$ cat src/rtl/sertx_pkg.sv
package sertx_pkg;

  localparam int BYTE_W   = 8;
  localparam int WLEN_MIN = 5;

  typedef struct packed {
    logic [1:0] wlen;
    logic       two_stop;
    logic       par_en;
    logic       par_even;
  } sertx_cfg_t;

endpackage

$ cat src/rtl/sertx_queue.sv
module sertx_queue #(
  parameter int DW    = 8,
  parameter int DEPTH = 16,
  localparam int AW   = (DEPTH > 1) ? $clog2(DEPTH) : 1,
  localparam int CW   = $clog2(DEPTH + 1)
) (
  input  logic          clk,
  input  logic          rst,
  input  logic          flush,
  input  logic          single,
  input  logic          push,
  input  logic [DW-1:0] push_data,
  input  logic          pop,
  output logic [DW-1:0] head,
  output logic [CW-1:0] count,
  output logic          empty,
  output logic          empty_nxt
);

  logic [DW-1:0] mem [DEPTH];
  logic [AW-1:0] wptr, rptr;
  logic [CW-1:0] count_nxt;
  logic          full, push_ok, pop_ok;

  assign full    = single ? (count != '0) : (count == CW'(DEPTH));
  assign push_ok = push & ~full & ~flush;
  assign pop_ok  = pop & ~empty & ~flush;

  always_comb begin
    if (flush) count_nxt = '0;
    else       count_nxt = count + CW'(push_ok) - CW'(pop_ok);
  end

  assign empty_nxt = (count_nxt == '0);

  always_ff @(posedge clk) begin
    if (push_ok) mem[wptr] <= push_data;
  end

  assign head = mem[rptr];

  always_ff @(posedge clk) begin
    if (rst || flush) begin
      wptr <= '0;
      rptr <= '0;
    end else begin
      if (push_ok) wptr <= (wptr == AW'(DEPTH - 1)) ? '0 : wptr + 1'b1;
      if (pop_ok)  rptr <= (rptr == AW'(DEPTH - 1)) ? '0 : rptr + 1'b1;
    end
  end

  always_ff @(posedge clk) begin
    if (rst) begin
      count <= '0;
      empty <= 1'b1;
    end else begin
      count <= count_nxt;
      empty <= empty_nxt;
    end
  end

endmodule

$ cat src/rtl/sertx_shifter.sv
module sertx_shifter
  import sertx_pkg::*;
#(
  parameter int OVS     = 16,
  localparam int DW     = BYTE_W,
  localparam int FRAME_W = 1 + DW + 1 + 2,
  localparam int LW     = $clog2(FRAME_W + 1),
  localparam int TW     = (OVS > 1) ? $clog2(OVS) : 1
) (
  input  logic          clk,
  input  logic          rst,
  input  logic          tick,
  input  logic          load,
  input  logic [DW-1:0] data,
  input  sertx_cfg_t    cfg,
  output logic          busy,
  output logic          txd
);

  logic [FRAME_W-1:0] frame, sh;
  logic [LW-1:0]      flen, left;
  logic [TW-1:0]      tcnt;
  logic [3:0]         nbits;
  logic               par;

  always_comb begin
    nbits = 4'(WLEN_MIN) + {2'b00, cfg.wlen};
    frame = '1;
    frame[0] = 1'b0;
    par = ~cfg.par_even;
    for (int i = 0; i < DW; i++) begin
      if (i < int'(nbits)) begin
        frame[1 + i] = data[i];
        par = par ^ data[i];
      end
    end
    if (cfg.par_en) frame[1 + nbits] = par;
    flen = LW'(2) + LW'(nbits) + LW'(cfg.par_en) + LW'(cfg.two_stop);
  end

  always_ff @(posedge clk) begin
    if (rst) begin
      sh   <= '1;
      left <= '0;
      tcnt <= '0;
      busy <= 1'b0;
    end else if (load) begin
      sh   <= frame;
      left <= flen;
      tcnt <= '0;
      busy <= 1'b1;
    end else if (busy && tick) begin
      if (tcnt == TW'(OVS - 1)) begin
        tcnt <= '0;
        sh   <= {1'b1, sh[FRAME_W-1:1]};
        left <= left - 1'b1;
        if (left == LW'(1)) busy <= 1'b0;
      end else begin
        tcnt <= tcnt + 1'b1;
      end
    end
  end

  assign txd = sh[0];

endmodule

$ cat src/rtl/sertx_core.sv
module sertx_core
  import sertx_pkg::*;
#(
  parameter int DEPTH = 16,
  parameter int OVS   = 16,
  localparam int CW   = $clog2(DEPTH + 1)
) (
  input  logic              clk,
  input  logic              rst,
  input  logic              tick16,
  input  logic              fifo_en,
  input  logic              wr_en,
  input  logic [BYTE_W-1:0] wr_data,
  input  logic [1:0]        wlen,
  input  logic              two_stop,
  input  logic              par_en,
  input  logic              par_even,
  input  logic              irq_en,
  output logic              txd,
  output logic              hold_empty,
  output logic              shift_empty,
  output logic              irq
);

  logic              mode_q, mode_chg, load, busy;
  logic              q_empty, q_empty_nxt, irq_q;
  logic [CW-1:0]     q_count;
  logic [BYTE_W-1:0] q_head;
  sertx_cfg_t        cfg;

  assign mode_chg = fifo_en ^ mode_q;
  assign load     = ~busy & ~q_empty & ~mode_chg;

  assign cfg.wlen     = wlen;
  assign cfg.two_stop = two_stop;
  assign cfg.par_en   = par_en;
  assign cfg.par_even = par_even;

  sertx_queue #(.DW(BYTE_W), .DEPTH(DEPTH)) u_queue (
    .clk       (clk),
    .rst       (rst),
    .flush     (mode_chg),
    .single    (~mode_q),
    .push      (wr_en),
    .push_data (wr_data),
    .pop       (load),
    .head      (q_head),
    .count     (q_count),
    .empty     (q_empty),
    .empty_nxt (q_empty_nxt)
  );

  sertx_shifter #(.OVS(OVS)) u_shift (
    .clk  (clk),
    .rst  (rst),
    .tick (tick16),
    .load (load),
    .data (q_head),
    .cfg  (cfg),
    .busy (busy),
    .txd  (txd)
  );

  always_ff @(posedge clk) begin
    if (rst) begin
      mode_q <= 1'b0;
      irq_q  <= 1'b0;
    end else begin
      mode_q <= fifo_en;
      irq_q  <= irq_en & q_empty_nxt;
    end
  end

  assign hold_empty  = q_empty;
  assign shift_empty = q_empty & ~busy;
  assign irq         = irq_q;

endmodule

$ cat config.mk
export PLATFORM = sky130hd
export DESIGN_NAME = sertx_core
export DESIGN_NICKNAME = d
export VERILOG_FILES = /design/src/rtl/sertx_pkg.sv /design/src/rtl/sertx_queue.sv /design/src/rtl/sertx_shifter.sv /design/src/rtl/sertx_core.sv
export SDC_FILE = /design/constraint.sdc
export NUM_CORES = 1
export LEC_CHECK = 0
export BUFFER_PORTS_ARGS = -buffer_cell sky130_fd_sc_hd__buf_2
export CORE_MARGIN = 1
export CORE_UTILIZATION = 40
export DETAILED_ROUTE_END_ITERATION = 12
export PLACE_DENSITY = 0.54
export SETUP_SLACK_MARGIN = 0.3
export SYNTH_ARGS = -nofsm -noshare
export SYNTH_HDL_FRONTEND = slang
export SYNTH_SLANG_ARGS = --single-unit
$ cat constraint.sdc
create_clock -name clk -period 3.62 [get_ports clk]
set_input_delay 0.362 -clock clk [delete_from_list [all_inputs] [get_ports clk]]
set_output_delay 0.362 -clock clk [all_outputs]
set_load 0.01 [all_outputs]
==> results.tsv, run 1 <==
stage	metric	value	unit
clocking	cts_tree	done	
floorplanning	design.core.area	18000	um^2
final_layout	final_util	0.461	
hold_path	min_path_type	input port to flip-flop	
worst_setup_path	end_kind	flip-flop	
global_routing	antenna_found_initial	1	
synth	yosysSeqAreaShare	0.633	
synth	synth_area_leaders	edfxtp_1, dfxtp_1, mux4_2, ha_1, mux2i_1	
global_routing	grt.overflow.total	0	
clocking	clk_pin_slew	0.07	ns
power_and_ir_drop	p_int	3310	uW
placement	port-buffer-count	22	
worst_setup_path	cp_top_family	XOR/XNOR gates	
power_and_ir_drop	p_total	4410	uW
sta	fmax	317	MHz
detailed_routing	vias	3958	
clocking	cts_buffer_depth	2	
worst_setup_path	reg2reg_to	u_shift.sh[8]	
synth	synth_top_area_cell	edfxtp_1	
worst_setup_path	reg2regPathDepth	7	
sta	maxSlewHeadroom	0.527	
synth	synth_area_per_cell	15.3	um^2
power_and_ir_drop	p_sw	1090	uW
power_and_ir_drop	combinationalPowerShare	0.111	
synth	synth_edf_count	128	
clocking	cts_setup_buffers	0	
power_and_ir_drop	powerDensity	531	nW/um^2
floorplanning	row_count	49	
synth	synth_flop_cell	edfxtp_1	
synth	ys_ff_latch	169	
worst_setup_path	cp_cell_sequence	mux4_1 -> mux4_2 -> nand2b_1 -> xnor3_1 -> xnor3_2 -> xor2_2 -> a41oi_1	
worst_setup_path	critPathMaxStageDelay	0.59	ns
synth	async_flop_share	0	
sta	rsz0062_at_grt	true	
floorplanning	die_w	138	um
final_layout	syn_to_final_growth	12.7	%
worst_setup_path	cp.arrival	3.44	ns
run	cap_violations	0	
placement	gp_congestion	0.754	
sta	final_max_slew_viol_count	0	
worst_setup_path	rrSetupSlack	0.46	ns
sta	finClkSkew	0.0125	ns
detailed_routing	drtPass1Iterations	4	
sta	setup_tns	0	ns
worst_setup_path	critPathKind	flip-flop to flip-flop	
global_routing	grt_pass1_vias	4075	
floorplanning	die-area	19000	um^2
power_and_ir_drop	power_frac_clock	0.396	
synth	ys_types	48	
sta	hold_viol_final	0	
worst_setup_path	cp_data_required_time	3.90	ns
sta	period_needed	3.16	ns
power_and_ir_drop	power_leakage	0.00281	uW
synth	syn_inst	482	
final_layout	nets	553	
floorplanning	die_height	138	um
detailed_routing	final_antenna_net_count	0	
hold_path	min_from	irq_en	
floorplanning	initial_core_util	0.409	
detailed_routing	drtIter0Drc	210	
hold_path	hold_path_end	irq	
global_routing	grt_pass1_wl	23.2	mm
clocking	htreeDepth	4	
synth	synth_top_area_share	0.522	
worst_setup_path	worstSetupStartpointType	flip-flop	
clocking	cts_hold_buf	0	
clocking	cts.sinks	169	
clocking	clkLatencyLatePin	0.43	ns
placement	hpwl	9.74	mm
sta	period_share	0.872	
sta	finalSetupViolCount	0	
synth	synthTopCellsByCount	edfxtp_1, dfxtp_1, nand2_1	
power_and_ir_drop	peakVddDrop	0.382	mV
clocking	postCtsResizedCells	0	
worst_setup_path	worst_path_max_delay_cell	mux4_1	
global_routing	grt_util_all_layers	0.174	
floorplanning	io_pins	23	
detailed_routing	drc	0	
detailed_routing	viasPerCell	5.27	
hold_path	whs_path_depth	2	
detailed_routing	wl	15.0	mm
clocking	cts_buffers	17	
worst_setup_path	path_buf_inv	0	
detailed_routing	wl_per_cell	20.0	um
synth	yosysMostFrequentCell	edfxtp_1	
clocking	cts_root_buf	clkbuf_16	
global_routing	grt_start_max_net_pins	23	
synth	yosysWarnings	0	
power_and_ir_drop	seq_power_share	0.493	
worst_setup_path	path_max_fanout	6	
power_and_ir_drop	p_sw_frac	0.248	
status	status	completed	
synth	syn_nets	527	
final_layout	layout-drive-gt1-share	0.186	
sta	tightest_slew	0.708	ns
synth	syn-cell-area	7370	um^2
per-layer routing:
| layer | global-route usage | routed length, um | vias up |
|---|---|---|---|
| met5 | 0 | 0 | - |
| met4 | 0.0531 | 172 | 0 |
| met3 | 0.0449 | 547 | 12 |
| met2 | 0.285 | 7240 | 66 |
| met1 | 0.227 | 7050 | 2001 |
| li1 | - | - | 1879 |
area by class of cell:
type,instances,area [um^2]
clock inverters,14,136
fillers,1579,9720
repair buffers,29,179
clock buffers,18,429
well taps,229,287
inverters,20,75.1
diodes,1,2.50
flip-flops and latches,169,4670
multi-input cells,271,2530
kinds of logic after synthesis:
logic type                 share of synthesized area
buffers and inverters                         0.0241
and+or+nand+nor                               0.0783
AOI/OAI and AO/OA                             0.0386
adders and majority gates                     0.0462
DFF                                            0.633
xor gates and xnor gates                      0.0335
muxes                                          0.146
per-stage QoR:
stage | hold WS, ns | setup WS, ns | std cells | cell area, um^2
6_report | 0.147 | 0.463 | 751 | 8300
5_1_grt | 0.156 | 0.296 | 750 | 8300
4_1_cts | 0.127 | 0.389 | 750 | 8290
3_5_place_dp | 0.487 | 0.413 | 718 | 7730
3_3_place_gp | 0.486 | 0.457 | 718 | 7730
2_1_floorplan | 0.461 | 0.694 | 482 | 7370
registers in the layout, summed over array words and instances (netlist names), named ones only:
| name | flops |
|---|---|
| mode_q | 1 |
| u_queue.wptr | 4 |
| u_queue.empty | 1 |
| u_shift.busy | 1 |
| u_shift.tcnt | 4 |
| irq | 1 |
| u_shift.left | 4 |
| u_queue.mem | 128 |
| u_queue.rptr | 4 |
| u_queue.count | 5 |
| u_shift.sh | 12 |
worst register-to-register path: cells and delay by family (launching register included):
family,cells,cell delay [ns]
compound gates,1,0.16
xor+xnor,3,1.18
flops,1,0.49
mux,2,1.10
simple gates,1,0.09
cell usage in the layout (no fill, tap or decap), types with 3 or more instances in the layout:
cell       instances
mux4_2            27
a211oi_1           3
nand2_1           28
and3_1             8
and2_1            16
nand3_1           10
mux2_2             3
nor2_1            25
buf_4              5
mux4_1             7
ha_1              24
inv_1             20
a31oi_1            4
o21ai_0            7
nor2b_1            6
nand2b_1           4
nor3_1             7
a21oi_1           15
inv_6              5
mux2i_1           25
a21o_1             3
xnor2_1           10
dfxtp_1           39
clkbuf_16         17
xor2_1            11
clkinv_4           3
buf_2             22
edfxtp_1         128
worst max-delay path by stage:
stage,end,slack (ns),cells after the start
floorplan,u_queue.empty,0.69,15
global placement,u_shift.sh[8],0.46,8
detailed placement,u_shift.sh[8],0.41,8
CTS,u_shift.sh[8],0.39,8
global route,u_shift.sh[5],0.30,7
finish,u_shift.sh[8],0.46,7
power groups by stage:
stage	registers (uW)	logic (uW)	clock network [uW]
floorplan	2210	359	0
global placement	2210	482	0
detailed placement	2210	490	0
CTS	2170	493	1780
global route	2180	552	1850
finish	2170	490	1750
(Power assumes the default switching activity.)
==> run 2: changes to the inputs <==
--- a/config.mk
+++ b/config.mk
@@ -6,8 +6,10 @@
 export NUM_CORES = 1
 export LEC_CHECK = 0
 export BUFFER_PORTS_ARGS = -buffer_cell sky130_fd_sc_hd__buf_2
+export CORE_ASPECT_RATIO = 0.7
 export CORE_MARGIN = 1
 export CORE_UTILIZATION = 40
+export CTS_BUF_LIST = sky130_fd_sc_hd__clkbuf_8
 export DETAILED_ROUTE_END_ITERATION = 12
 export PLACE_DENSITY = 0.54
 export SETUP_SLACK_MARGIN = 0.3
==> run 2 against run 1 <==
  * Hold slack got worse by 0.036 ns
  * Die area about the same
  * Routed wire length increased by 1.6%
  * Clock-buffer cell count down 1
  * Sequential share of layout area grew 1.6 points
  * Critical path type unchanged
  * Combinational power grew 4%
  * Final cell count increased by 0.93%
==> results.tsv, run 2 (same netlist as run 1, synthesis figures left out) <==
stage	metric	value	unit
global_routing	met3_usage	0.0333	
clocking	htreeDepth	4	
final_layout	final_area	8080	um^2
final_layout	layout-drive-gt1-share	0.174	
power_and_ir_drop	power_leakage	0.00271	uW
global_routing	grt_start_max_net_pins	30	
worst_setup_path	cp.arrival	3.43	ns
detailed_routing	viasPerCell	5.28	
detailed_routing	drtPass1Iterations	5	
placement	hpwl	10.2	mm
final_layout	antenna-diode-count	0	
sta	tightest_slew	0.670	ns
placement	place_area	7740	um^2
global_routing	grt.overflow.total	0	
sta	setup_tns	0	ns
global_routing	antenna_found_initial	0	
final_layout	syn_to_final_growth	9.65	%
floorplanning	die_height	116	um
worst_setup_path	reg2regPathDepth	7	
status	status	completed	
worst_setup_path	end_kind	flip-flop	
sta	hold_viol_final	0	
sta	finClkSkew	0.0119	ns
floorplanning	die-area	19000	um^2
worst_setup_path	cp_data_required_time	3.94	ns
sta	final_max_slew_viol_count	0	
hold_path	min_path_type	input port to flip-flop	
detailed_routing	wl_per_cell	20.1	um
sta	period_needed	3.12	ns
clocking	postCtsResizedCells	0	
floorplanning	design.core.area	18000	um^2
sta	fmax	321	MHz
global_routing	grt_util_met2	0.244	
clocking	clkLatencyLatePin	0.46	ns
power_and_ir_drop	peakVddDrop	0.170	mV
clocking	cts_hold_buf	0	
sta	maxSlewHeadroom	0.553	
detailed_routing	drc	0	
global_routing	grt_pass1_wl	23.0	mm
global_routing	grt_util_all_layers	0.172	
worst_setup_path	worst_path_max_delay_cell	mux4_1	
detailed_routing	vias	4001	
worst_setup_path	cp_cell_sequence	mux4_1 -> mux4_2 -> nand2b_1 -> xnor3_1 -> xnor3_2 -> xor2_4 -> a41oi_1	
clocking	cts_buffer_depth	2	
run	cap_violations	0	
final_layout	final_util	0.449	
final_layout	fin_cells	758	
worst_setup_path	worstSetupStartpointType	flip-flop	
worst_setup_path	path_max_fanout	6	
detailed_routing	final_antenna_net_count	0	
power_and_ir_drop	powerDensity	473	nW/um^2
sta	finalSetupViolCount	0	
placement	placed_cells	726	
clocking	cts_buffers	17	
final_layout	max_flop_register	u_queue.mem	
placement	port-buffer-count	22	
clocking	cts_root_buf	clkbuf_8	
final_layout	final_cell_mix	edfxtp_1, dfxtp_1, nand2_1, mux4_2	
final_layout	final_common_cell	edfxtp_1	
detailed_routing	drtIter0Drc	357	
worst_setup_path	critPathMaxStageDelay	0.60	ns
hold_path	whs_path_depth	2	
sta	period_share	0.861	
global_routing	busiest_layer	met1	
global_routing	grt_use_met1	0.261	
detailed_routing	wl	15.2	mm
global_routing	grt_pass1_vias	3868	
clocking	cts_setup_buffers	0	
floorplanning	row_count	41	
clocking	cts_tree	done	
floorplanning	die_w	164	um
final_layout	nets	554	
clocking	cts.sinks	169	
floorplanning	initial_core_util	0.409	
clocking	clk_pin_slew	0.09	ns
final_layout	largest_reg_flops	128	
sta	rsz0062_at_grt	false	
floorplanning	io_pins	23	
placement	gp_congestion	0.793	
final_layout	largestRegisters	u_queue.mem x128, u_shift.sh x12, u_queue.count x5	
worst_setup_path	critPathKind	flip-flop to flip-flop	
final_layout	fillCellCount	1603	
-- run 2: changes by cell type in the layout (fill, tap and decap cells not counted), sizes merged --
| cell | before | now |
|---|---|---|
| inv | 26 | 23 |
| clkinvlp | 2 | 1 |
| diode | 1 | 0 |
| clkbuf | 18 | 17 |
| bufinv | 1 | 0 |
| clkinv | 5 | 11 |
| buf | 29 | 30 |
-- run 2: worst max-delay path: cells and delay by family, from the launching register on --
family,cells,cell delay [ns]
AND/OR/NAND/NOR,1,0.09
XOR/XNOR,3,1.15
multiplexers,2,1.08
AO/OA/AOI/OAI,1,0.15
flip-flops,1,0.50
-- run 2: worst paths after layout --
check,start,slack [ns],end
hold / removal,irq_en,0.11,irq
hold reg to reg,u_shift.sh[11],0.51,u_shift.sh[11]
setup reg to reg,flip-flop,0.50,u_shift.sh[5]
setup / recovery,flip-flop,0.50,u_shift.sh[5]
-- run 2: stage by stage --
step                setup WS (ns)  total power [uW]  hold slack [ns]
floorplan                   0.694              2570            0.461
global placement            0.484              2700            0.479
detailed placement          0.466              2710            0.489
CTS                         0.439              3830           0.0887
global route                0.312              3980            0.101
finish                      0.505              3820            0.111
-- run 2: final cells by class --
type | instances | area [um^2] | area share
flip-flops and latches | 169 | 4670 | 0.578
multi-input cells | 271 | 2530 | 0.314
well taps | 236 | 295 | 0.0366
clock buffers | 17 | 234 | 0.0290
repair buffers | 30 | 183 | 0.0226
clock inverters | 15 | 88.8 | 0.0110
inverters | 20 | 75.1 | 0.00930
-- run 2: report_power, final --
group	switching (uW)	total, uW	internal (uW)
Sequential	34.6	2170	2130
Clock	683	1140	461
Combinational	289	509	221
-- run 2: metal layers --
layer  part of all wire  up-vias  routed length, um
met3              0.069       22               1050
li1                   -     1874                  -
met4              0.017        0                255
met2               0.42      102               6470
met5                  0        -                  0
met1               0.49     2003               7470
